==> src/rtl/defl_pkg.sv <==
package defl_pkg;
  localparam int NLINK = 4;
  localparam int NSLOT = 5;
  localparam int NOUT  = 5;
  localparam int SEL_W = 3;
  typedef enum logic [SEL_W-1:0] {
    PORT_N = 3'd0, PORT_E = 3'd1, PORT_S = 3'd2, PORT_W = 3'd3, PORT_LOC = 3'd4
  } port_e;
endpackage

==> src/rtl/defl_route.sv <==
module defl_route #(
  parameter int X_W = 2,
  parameter int Y_W = 2
) (
  input  logic [X_W-1:0] dst_x,
  input  logic [Y_W-1:0] dst_y,
  input  logic [X_W-1:0] my_x,
  input  logic [Y_W-1:0] my_y,
  output logic [3:0]     prod,
  output logic           is_local
);
  import defl_pkg::*;
  always_comb begin
    prod         = '0;
    prod[PORT_N] = dst_y > my_y;
    prod[PORT_S] = dst_y < my_y;
    prod[PORT_E] = dst_x > my_x;
    prod[PORT_W] = dst_x < my_x;
    is_local     = (dst_x == my_x) && (dst_y == my_y);
  end
endmodule

==> src/rtl/defl_alloc.sv <==
module defl_alloc #(
  parameter int AGE_W = 8
) (
  input  logic [defl_pkg::NSLOT-1:0]                 vld,
  input  logic [defl_pkg::NSLOT-1:0][AGE_W-1:0]      age,
  input  logic [defl_pkg::NSLOT-1:0][3:0]            prod,
  input  logic [defl_pkg::NSLOT-1:0]                 loc,
  input  logic [3:0]                                 links,
  output logic [defl_pkg::NOUT-1:0]                  o_vld,
  output logic [defl_pkg::NOUT-1:0][defl_pkg::SEL_W-1:0] o_src
);
  import defl_pkg::*;
  logic [SEL_W-1:0] rank [NSLOT];
  logic [NOUT-1:0]  free;
  logic             got;

  always_comb begin
    for (int i = 0; i < NSLOT; i++) begin
      rank[i] = '0;
      for (int j = 0; j < NSLOT; j++)
        if (j != i && vld[j] &&
            ((age[j] > age[i]) || (age[j] == age[i] && j < i)))
          rank[i] = rank[i] + 3'd1;
    end
    free  = {1'b1, links};
    o_vld = '0;
    o_src = '0;
    got   = 1'b0;
    for (int r = 0; r < NSLOT; r++) begin
      for (int i = 0; i < NSLOT; i++) begin
        if (vld[i] && rank[i] == SEL_W'(r)) begin
          got = 1'b0;
          if (loc[i] && free[PORT_LOC]) begin
            got = 1'b1; free[PORT_LOC] = 1'b0;
            o_vld[PORT_LOC] = 1'b1; o_src[PORT_LOC] = SEL_W'(i);
          end
          for (int p = 0; p < NLINK; p++)
            if (!got && prod[i][p] && free[p]) begin
              got = 1'b1; free[p] = 1'b0; o_vld[p] = 1'b1; o_src[p] = SEL_W'(i);
            end
          for (int p = 0; p < NLINK; p++)
            if (!got && free[p]) begin
              got = 1'b1; free[p] = 1'b0; o_vld[p] = 1'b1; o_src[p] = SEL_W'(i);
            end
        end
      end
    end
  end
endmodule

==> src/rtl/defl_xbar.sv <==
module defl_xbar #(
  parameter int FW = 16
) (
  input  logic [defl_pkg::NSLOT-1:0][FW-1:0]              flit_q,
  input  logic [defl_pkg::NOUT-1:0]                       vld_q,
  input  logic [defl_pkg::NOUT-1:0][defl_pkg::SEL_W-1:0]  src_q,
  output logic [defl_pkg::NOUT-1:0]                       x_vld,
  output logic [defl_pkg::NOUT-1:0][FW-1:0]               x_data
);
  import defl_pkg::*;
  for (genvar o = 0; o < NOUT; o++) begin : g_out
    always_comb begin
      x_vld[o]  = vld_q[o];
      x_data[o] = '0;
      for (int s = 0; s < NSLOT; s++)
        if (src_q[o] == SEL_W'(s)) x_data[o] = flit_q[s];
    end
  end
endmodule

==> src/rtl/defl_router.sv <==
module defl_router #(
  parameter int MESH_X = 4,
  parameter int MESH_Y = 4,
  parameter int AGE_W  = 8,
  parameter int PAY_W  = 128,
  localparam int X_W   = (MESH_X > 1) ? $clog2(MESH_X) : 1,
  localparam int Y_W   = (MESH_Y > 1) ? $clog2(MESH_Y) : 1,
  localparam int FW    = PAY_W + X_W + Y_W + AGE_W
) (
  input  logic            clk,
  input  logic            rst_n,
  input  logic [X_W-1:0]  my_x,
  input  logic [Y_W-1:0]  my_y,
  input  logic [3:0]      in_valid,
  input  logic [4*FW-1:0] in_data,
  input  logic            inj_valid,
  input  logic [FW-1:0]   inj_data,
  output logic            inj_ready,
  output logic [3:0]      out_valid,
  output logic [4*FW-1:0] out_data,
  output logic            ej_valid,
  output logic [FW-1:0]   ej_data
);
  import defl_pkg::*;

  logic [3:0]                   links;
  logic [NSLOT-1:0][FW-1:0]     slot;
  logic [NSLOT-1:0]             vld;
  logic [NSLOT-1:0][AGE_W-1:0]  age;
  logic [NSLOT-1:0][3:0]        prod;
  logic [NSLOT-1:0]             loc;
  logic [NOUT-1:0]              g_vld;
  logic [NOUT-1:0][SEL_W-1:0]   g_src;
  logic [NSLOT-1:0][FW-1:0]     flit_q;
  logic [NOUT-1:0]              vld_q;
  logic [NOUT-1:0][SEL_W-1:0]   src_q;
  logic [NOUT-1:0]              x_vld;
  logic [NOUT-1:0][FW-1:0]      x_data;
  int                           n_busy, n_link;

  always_comb begin
    links[PORT_N] = my_y != Y_W'(MESH_Y - 1);
    links[PORT_E] = my_x != X_W'(MESH_X - 1);
    links[PORT_S] = my_y != '0;
    links[PORT_W] = my_x != '0;
    n_busy = 0;
    n_link = 0;
    for (int p = 0; p < NLINK; p++) begin
      if (links[p]) n_link = n_link + 1;
      if (links[p] && in_valid[p]) n_busy = n_busy + 1;
    end
  end

  assign inj_ready = n_busy < n_link;

  for (genvar i = 0; i < NSLOT; i++) begin : g_slot
    if (i < NLINK) begin : g_link
      assign slot[i] = in_data[i*FW +: FW];
      assign vld[i]  = in_valid[i] & links[i];
    end else begin : g_inj
      assign slot[i] = inj_data;
      assign vld[i]  = inj_valid & inj_ready;
    end
    assign age[i] = slot[i][FW-1 -: AGE_W];
    defl_route #(.X_W(X_W), .Y_W(Y_W)) u_route (
      .dst_x   (slot[i][PAY_W +: X_W]),
      .dst_y   (slot[i][PAY_W+X_W +: Y_W]),
      .my_x    (my_x),
      .my_y    (my_y),
      .prod    (prod[i]),
      .is_local(loc[i])
    );
  end

  defl_alloc #(.AGE_W(AGE_W)) u_alloc (
    .vld(vld), .age(age), .prod(prod), .loc(loc), .links(links),
    .o_vld(g_vld), .o_src(g_src)
  );

  always_ff @(posedge clk or negedge rst_n) begin
    if (!rst_n) begin
      vld_q <= '0;
      src_q <= '0;
    end else begin
      vld_q <= g_vld;
      src_q <= g_src;
    end
  end

  always_ff @(posedge clk) flit_q <= slot;

  defl_xbar #(.FW(FW)) u_xbar (
    .flit_q(flit_q), .vld_q(vld_q), .src_q(src_q),
    .x_vld(x_vld), .x_data(x_data)
  );

  for (genvar p = 0; p < NLINK; p++) begin : g_oport
    assign out_valid[p]          = x_vld[p];
    assign out_data[p*FW +: FW]  = x_data[p];
  end
  assign ej_valid = x_vld[PORT_LOC];
  assign ej_data  = x_data[PORT_LOC];
endmodule

==> config.mk <==
export PLATFORM = sky130hd
export DESIGN_NAME = defl_router
export DESIGN_NICKNAME = d
export VERILOG_FILES = /design/src/rtl/defl_pkg.sv /design/src/rtl/defl_route.sv /design/src/rtl/defl_alloc.sv /design/src/rtl/defl_xbar.sv /design/src/rtl/defl_router.sv
export SDC_FILE = /design/constraint.sdc
export NUM_CORES = 2
export LEC_CHECK = 0
export ABC_AREA = 1
export BUFFER_PORTS_ARGS = -buffer_cell sky130_fd_sc_hd__buf_2
export CORE_AREA = 2 2 557 559
export CTS_BUF_LIST = sky130_fd_sc_hd__clkbuf_16
export CTS_CLUSTER_DIAMETER = 80
export DETAILED_ROUTE_END_ITERATION = 10
export DIE_AREA = 0 0 559 561
export PLACE_DENSITY_LB_ADDON = 0.1
export REMOVE_ABC_BUFFERS = 1
export SETUP_SLACK_MARGIN = 0.1
export SLEW_MARGIN = 15
export SYNTH_ARGS = -nofsm -noshare
export SYNTH_HDL_FRONTEND = slang
export SYNTH_SLANG_ARGS = --single-unit
==> constraint.sdc <==
create_clock -name clk -period 2.68 [get_ports clk]
set_input_delay 0.402 -clock clk [delete_from_list [all_inputs] [get_ports clk]]
set_output_delay 0.402 -clock clk [all_outputs]
set_load 0.01 [all_outputs]
# Yosys cells after proc, flatten, opt, wreduce, memory -nomap -nowiden
# Cells that the tools add are included.
word_totals:
  regBits: 720
  elab_cells: 2026
  in_bits: 711
  out_inout_bits: 706
op_classes:
  n_eq_ne: 62
  muxes: 1286
  magnitude_cmp: 41
  n_reduce_logical: 600
  n_bitwise: 5
  add_sub_neg: 21
ops:
  columns: ["cell", "count"]
  rows:
  - ["$mux 140", 25]
  - ["$mux 1", 960]
  - ["$mux 3", 222]
  - ["$logic_and 1x1->1", 378]
  - ["$mux 15", 24]
  - ["$mux 5", 49]
  - ["$logic_not 1->1", 200]
  - ["$add 32x2->32 const B", 6]
  - ["$mux 32", 6]
  - ["$gt 8x8->1", 20]
  - ["$eq 8x8->1", 10]
  - ["$eq 3x2->1 const B", 20]
  - ["$add 3x1->3 const B", 15]
  - ["$lt 32x32->1", 1]
  - ["$eq 3x1->1 const B", 10]
  - ["$eq 3x3->1 const B", 10]
  - ["$logic_not 3->1", 10]
  - ["$eq 2x2->1", 10]
  - ["$gt 2x2->1", 10]
  - ["$lt 2x2->1", 10]
  - ["$logic_or 1x1->1", 10]
  - ["$and 1x1->1", 5]
  - ["$ne 2x2->1 const B", 2]
  - ["$reduce_bool 2->1", 2]

# Depth between registers and ports, before layout
depth:
  ltp_word: 988
  mapped_depth: 167
  mapped_depth_nobuf: 167

# By module
# A second synthesis with hierarchy kept.
unflattened:
  cells_unflattened: 9008
  area_unflattened_um2: 52394.0
modules_own_cells:
  columns: ["mod", "cells_per_inst", "n_inst", "seq_area_each_um2", "area_each_um2"]
  rows:
  - ["defl_xbar", 6390, 1, 0.0, 28063.2]
  - ["defl_router", 792, 1, 14513.9, 14913.1]
  - ["defl_alloc", 1711, 1, 0.0, 8748.4]
  - ["defl_route", 23, 5, 0.0, 133.9]

# Worst setup path before layout
# No wires, ideal clock.
synth_path:
  path_type: "input -> register"
  start: "input port in_data[135]"
  end: "register src_q[2] (netlist bit)"
  setup_time_ps: 126
  path_slack_ps: -13023
  path_buffers: 0
  arrival_time_ps: 15577
  required_time_ps: 2554
  path_stages: 164
  cell_sequence: "inv_1 -> ha_1 -> nand2_1 -> o21ai_0 -> nand2_1 -> o211ai_1 -> o21ai_0 -> nor2_1 -> inv_1 -> ha_1 -> xor2_1 -> ha_1 -> nand3b_1 -> nand2_1 -> nand4_1 -> nand2_2 -> nor2_4 -> nand3_2 -> [128 not listed] -> nor2_4 -> nand2_2 -> nand2_2 -> nand2_2 -> a21oi_2 -> nand2_2 -> nor2_4 -> nand2_2 -> nand2_1 -> nand2_1 -> nand2_1 -> nand2_1 -> nor2_2 -> nand2_2 -> nor2_1 -> o21ai_1 -> nand3_1 -> nand3_1"
synth_lines:
  columns: ["element", "line", "rtl"]
  rows:
  - ["start, declared", "defl_router.sv:15", "input logic [4*FW-1:0] in_data,"]
  - ["end signal, assigned", "defl_router.sv:86", "src_q <= g_src;"]
  - ["end, declared", "defl_router.sv:36", "logic [NOUT-1:0][SEL_W-1:0] src_q;"]

==> results.toml <==
[status]
status = "finished, violations left"
violations = "setup timing"

[grt]
grt_pass1_wl_mm = 624
grt_usage_pct = 29.3
grt_pass1_vias = 64900
overflow = 0
antenna_found_initial = 93
grt_max_degree = 42

[cts]
cts_buffers = 104
cts_tree = "built"
cts.clk_slew.worst_paths_ns = 0.06
clockRootBuffer = "clkbuf_16"
htreeDepth = 3
clk_path_buf_depth = 3
clkSinkCount = 720

[cells_and_area]
final_nets = 10700
synthToLayoutAreaGrowth_pct = 94.6
fin_util_pct = 27.5
drive_above_1_share_pct = 37.4

[sta]
tns_ns = -534.02
worst_slew_pin_slew_ns = 1.17
hold_viol = 0
period_minus_slack_ns = 17.18
finalMaxSlewViolations = 0
rsz0062_at_grt = "true"
max_freq_mhz = 58.2
setup_violations = 721
fin_ws_ns = -14.50
slew_headroom_pct = 21.8
period_share_pct = 641
holdWs_ns = 0.0864

[route]
drt-pass1-iter-count = 8
wire_per_inst_um = 34.4
vias = 66800
m1WireLength_mm = 201
wl_met3_mm = 36.5
remaining_drc_errors = 0
ant_nets = 0
avgViaCountPerCell = 4.75
drt_iter0_markers = 7011
totalWireLength_mm = 484
wl_met2_mm = 216
routed.top_layer = "met5"

[floorplanning]
core_um2 = 308000
die_x_um = 559
start_util_pct = 14.1
dieArea_um2 = 314000
io_pins = 1417
die_h_um = 561
num_rows = 204

[yosys]
synth_largest_area_cell = "dfxtp_1"
ys_types = 57
netlist_instances = 6500
synth_area_um2 = 43400
ys_ff_latch = 720
synthArstFlopShare_pct = 2.78
synth_fa_ha_area_share_pct = 3.54
seq_area_frac_synth_pct = 33.4
synthTopCellsByArea = "dfxtp_1, nand2_1, o22ai_1, a21oi_1, inv_1"
synthMuxAreaShare_pct = 0.0490
synth_top_family_by_area = "compound AO/OA/AOI/OAI gates"
netlist.area_leader.share_pct = 32.3
synth_xor_area_share_pct = 0.302
synthSimpleGateAreaFrac_pct = 23.5
synth.yosys.warnings = 0
synth_edf_count = 0
syn_avg_cell_area_um2 = 6.68
synthFlopType = "dfxtp_1"
synth_compound_area_share_pct = 28.3

[worst_setup_path]
crit_type = "primary input to register"
arrival_ns = 17.83
worstSetupStartpointType = "primary input"
cpPeakStageDelay_ns = 0.28
crit_top_cell = "buf_4"
endpoint_kind = "register"
path_max_fanout = 6
cp_data_required_time_ns = 3.32
cp_slowest_cell = "ha_4"

[hold_path]
hold_class = "primary input to register"

[job]
maxCapViolCount = 0

[placed_design]
port_buffers = 1416
post-place-ws_ns = -15.78
dp_hpwl_mm = 373
place.gp.congestion = 0.958

[pwr]
ir_drop_mv = 0.721
pwr_density_cell_nw_per_um2 = 1160
finalPower_mw = 97.9
leakage_nw = 39.5
-- logic make-up (layout without fill, tap and decap cells) --
logic type,Yosys count,after routing
and+or+nand+nor,2373,2373
AOI/OAI and AO/OA,2015,2015
buffers and inverters,1250,4658
DFF,720,720
adders and majority gates,123,123
xor gates and xnor gates,15,15
other,2,42
muxes,2,2
-- layer usage --
layer	track usage (%)	up-vias
met3	6.17	771
met1	37.0	33200
met2	46.6	3536
met5	0	-
met4	15.1	20
li1	-	29300
-- flip-flops by register name (all words and copies together), names as in the netlist --
register	count
flit_q	700
src_q	15
vld_q	5
-- path summary, 6_finish.rpt --
check,startpoint,end,slack (ns),depth (start not counted)
worst max-delay path,in_data[139],vld_q[0]$_DFF_PN0_,-14.50,157
max in group asynchronous,rst_n,src_q[10]$_DFF_PN0_,1.85,2
worst min-delay path,inj_data[133],flit_q[693]$_DFF_P_,0.09,2
min in group asynchronous,rst_n,vld_q[4]$_DFF_PN0_,0.28,2
-- synthesized netlist by cell type (2+ instances only) --
| cell type | number |
|---|---|
| a2111oi_0 | 4 |
| nand2_4 | 3 |
| buf_2 | 3 |
| nand2_1 | 1454 |
| o21bai_1 | 4 |
| a211oi_1 | 7 |
| a31oi_1 | 8 |
| dfxtp_1 | 700 |
| a21oi_2 | 11 |
| nor4_1 | 11 |
| nand3b_1 | 4 |
| a21oi_4 | 8 |
| nor2_4 | 14 |
| o21ai_1 | 10 |
| o221ai_1 | 95 |
| and3_1 | 2 |
| clkinv_1 | 3 |
| nor2_2 | 16 |
| buf_1 | 68 |
| o211ai_1 | 286 |
| a21o_1 | 2 |
| ha_1 | 123 |
| inv_2 | 24 |
| xor2_1 | 12 |
| clkbuf_1 | 317 |
| conb_1 | 2 |
| nor3_1 | 16 |
| nand3_1 | 557 |
| o21a_1 | 3 |
| nand3_2 | 12 |
| o2111ai_1 | 12 |
| inv_1 | 834 |
| o21ai_0 | 29 |
| o22ai_1 | 702 |
| nor2_1 | 170 |
| a21boi_0 | 2 |
| xnor2_1 | 3 |
| a21oi_1 | 825 |
| nand4_1 | 50 |
| nand2_2 | 58 |
| dfrtp_1 | 20 |
-- repair_timing --
item,4_1_cts,5_1_grt
pin swaps,97,120
gates cloned,26,8
hold endpoints to repair,714,1
gates resized for setup,456,390
hold buffers,694,1
setup endpoints to repair,721,721
setup buffers,200,105
-- where the power goes --
part,internal (mW),switching (mW)
combinational,27.4,43.8
clock,8.20,6.38
sequential,11.4,0.840
total,47.0,51.0
-- area by class of cell --
cell class                      count  area, um2
Fill cell                       33900     223000
Timing Repair Buffer             3601      30800
Tap cell                         4120       5150
Inverter                          861       3300
Timing Repair inverter              3       33.8
Sequential cell                   720      14500
Multi-Input combinational cell   4530      27100
Clock inverter                     89        875
Antenna cell                       40        100
Clock buffer                      104       2600
-- worst max-delay path: cells and delay by family --
family,cells,cell delay [ns]
AND/OR/NAND/NOR,81,7.56
AO/OA/AOI/OAI,16,2.38
buffers and inverters,56,6.55
adder cells (fa/ha/maj),3,0.75
XOR/XNOR,1,0.16
-- per-stage QoR --
stage,cell area (um2),std cells
floorplan,42000,6111
global route,84500,14000
global placement,66500,12800
CTS,81600,13900
finish,84500,14100
detailed placement,66500,12800
-- cells in the final DEF, fill, tap and decap left out, drive strengths merged, types with 2 or more instances in the layout --
cell | netlist | layout
clkinvlp | 0 | 13
nor4 | 11 | 11
a21boi | 3 | 3
nand2 | 1515 | 1515
clkbuf | 317 | 112
o21a | 3 | 3
dfrtp | 20 | 20
a21o | 2 | 2
nor3 | 17 | 17
a31oi | 8 | 8
a21oi | 844 | 844
a211oi | 7 | 7
xor2 | 12 | 12
dlygate4sd3 | 0 | 695
dfxtp | 700 | 700
inv | 858 | 885
nand3b | 4 | 4
o21ai | 40 | 40
bufbuf | 0 | 16
o21bai | 4 | 4
ha | 123 | 123
o2111ai | 12 | 12
buf | 72 | 2882
o22ai | 702 | 702
nand3 | 569 | 569
a2111oi | 4 | 4
xnor2 | 3 | 3
clkinv | 3 | 44
diode | 0 | 40
conb | 2 | 2
bufinv | 0 | 11
o211ai | 286 | 286
nand4 | 50 | 50
and3 | 2 | 2
nor2 | 201 | 201
o221ai | 95 | 95
No activity file was read; power rests on OpenSTA's default activity.
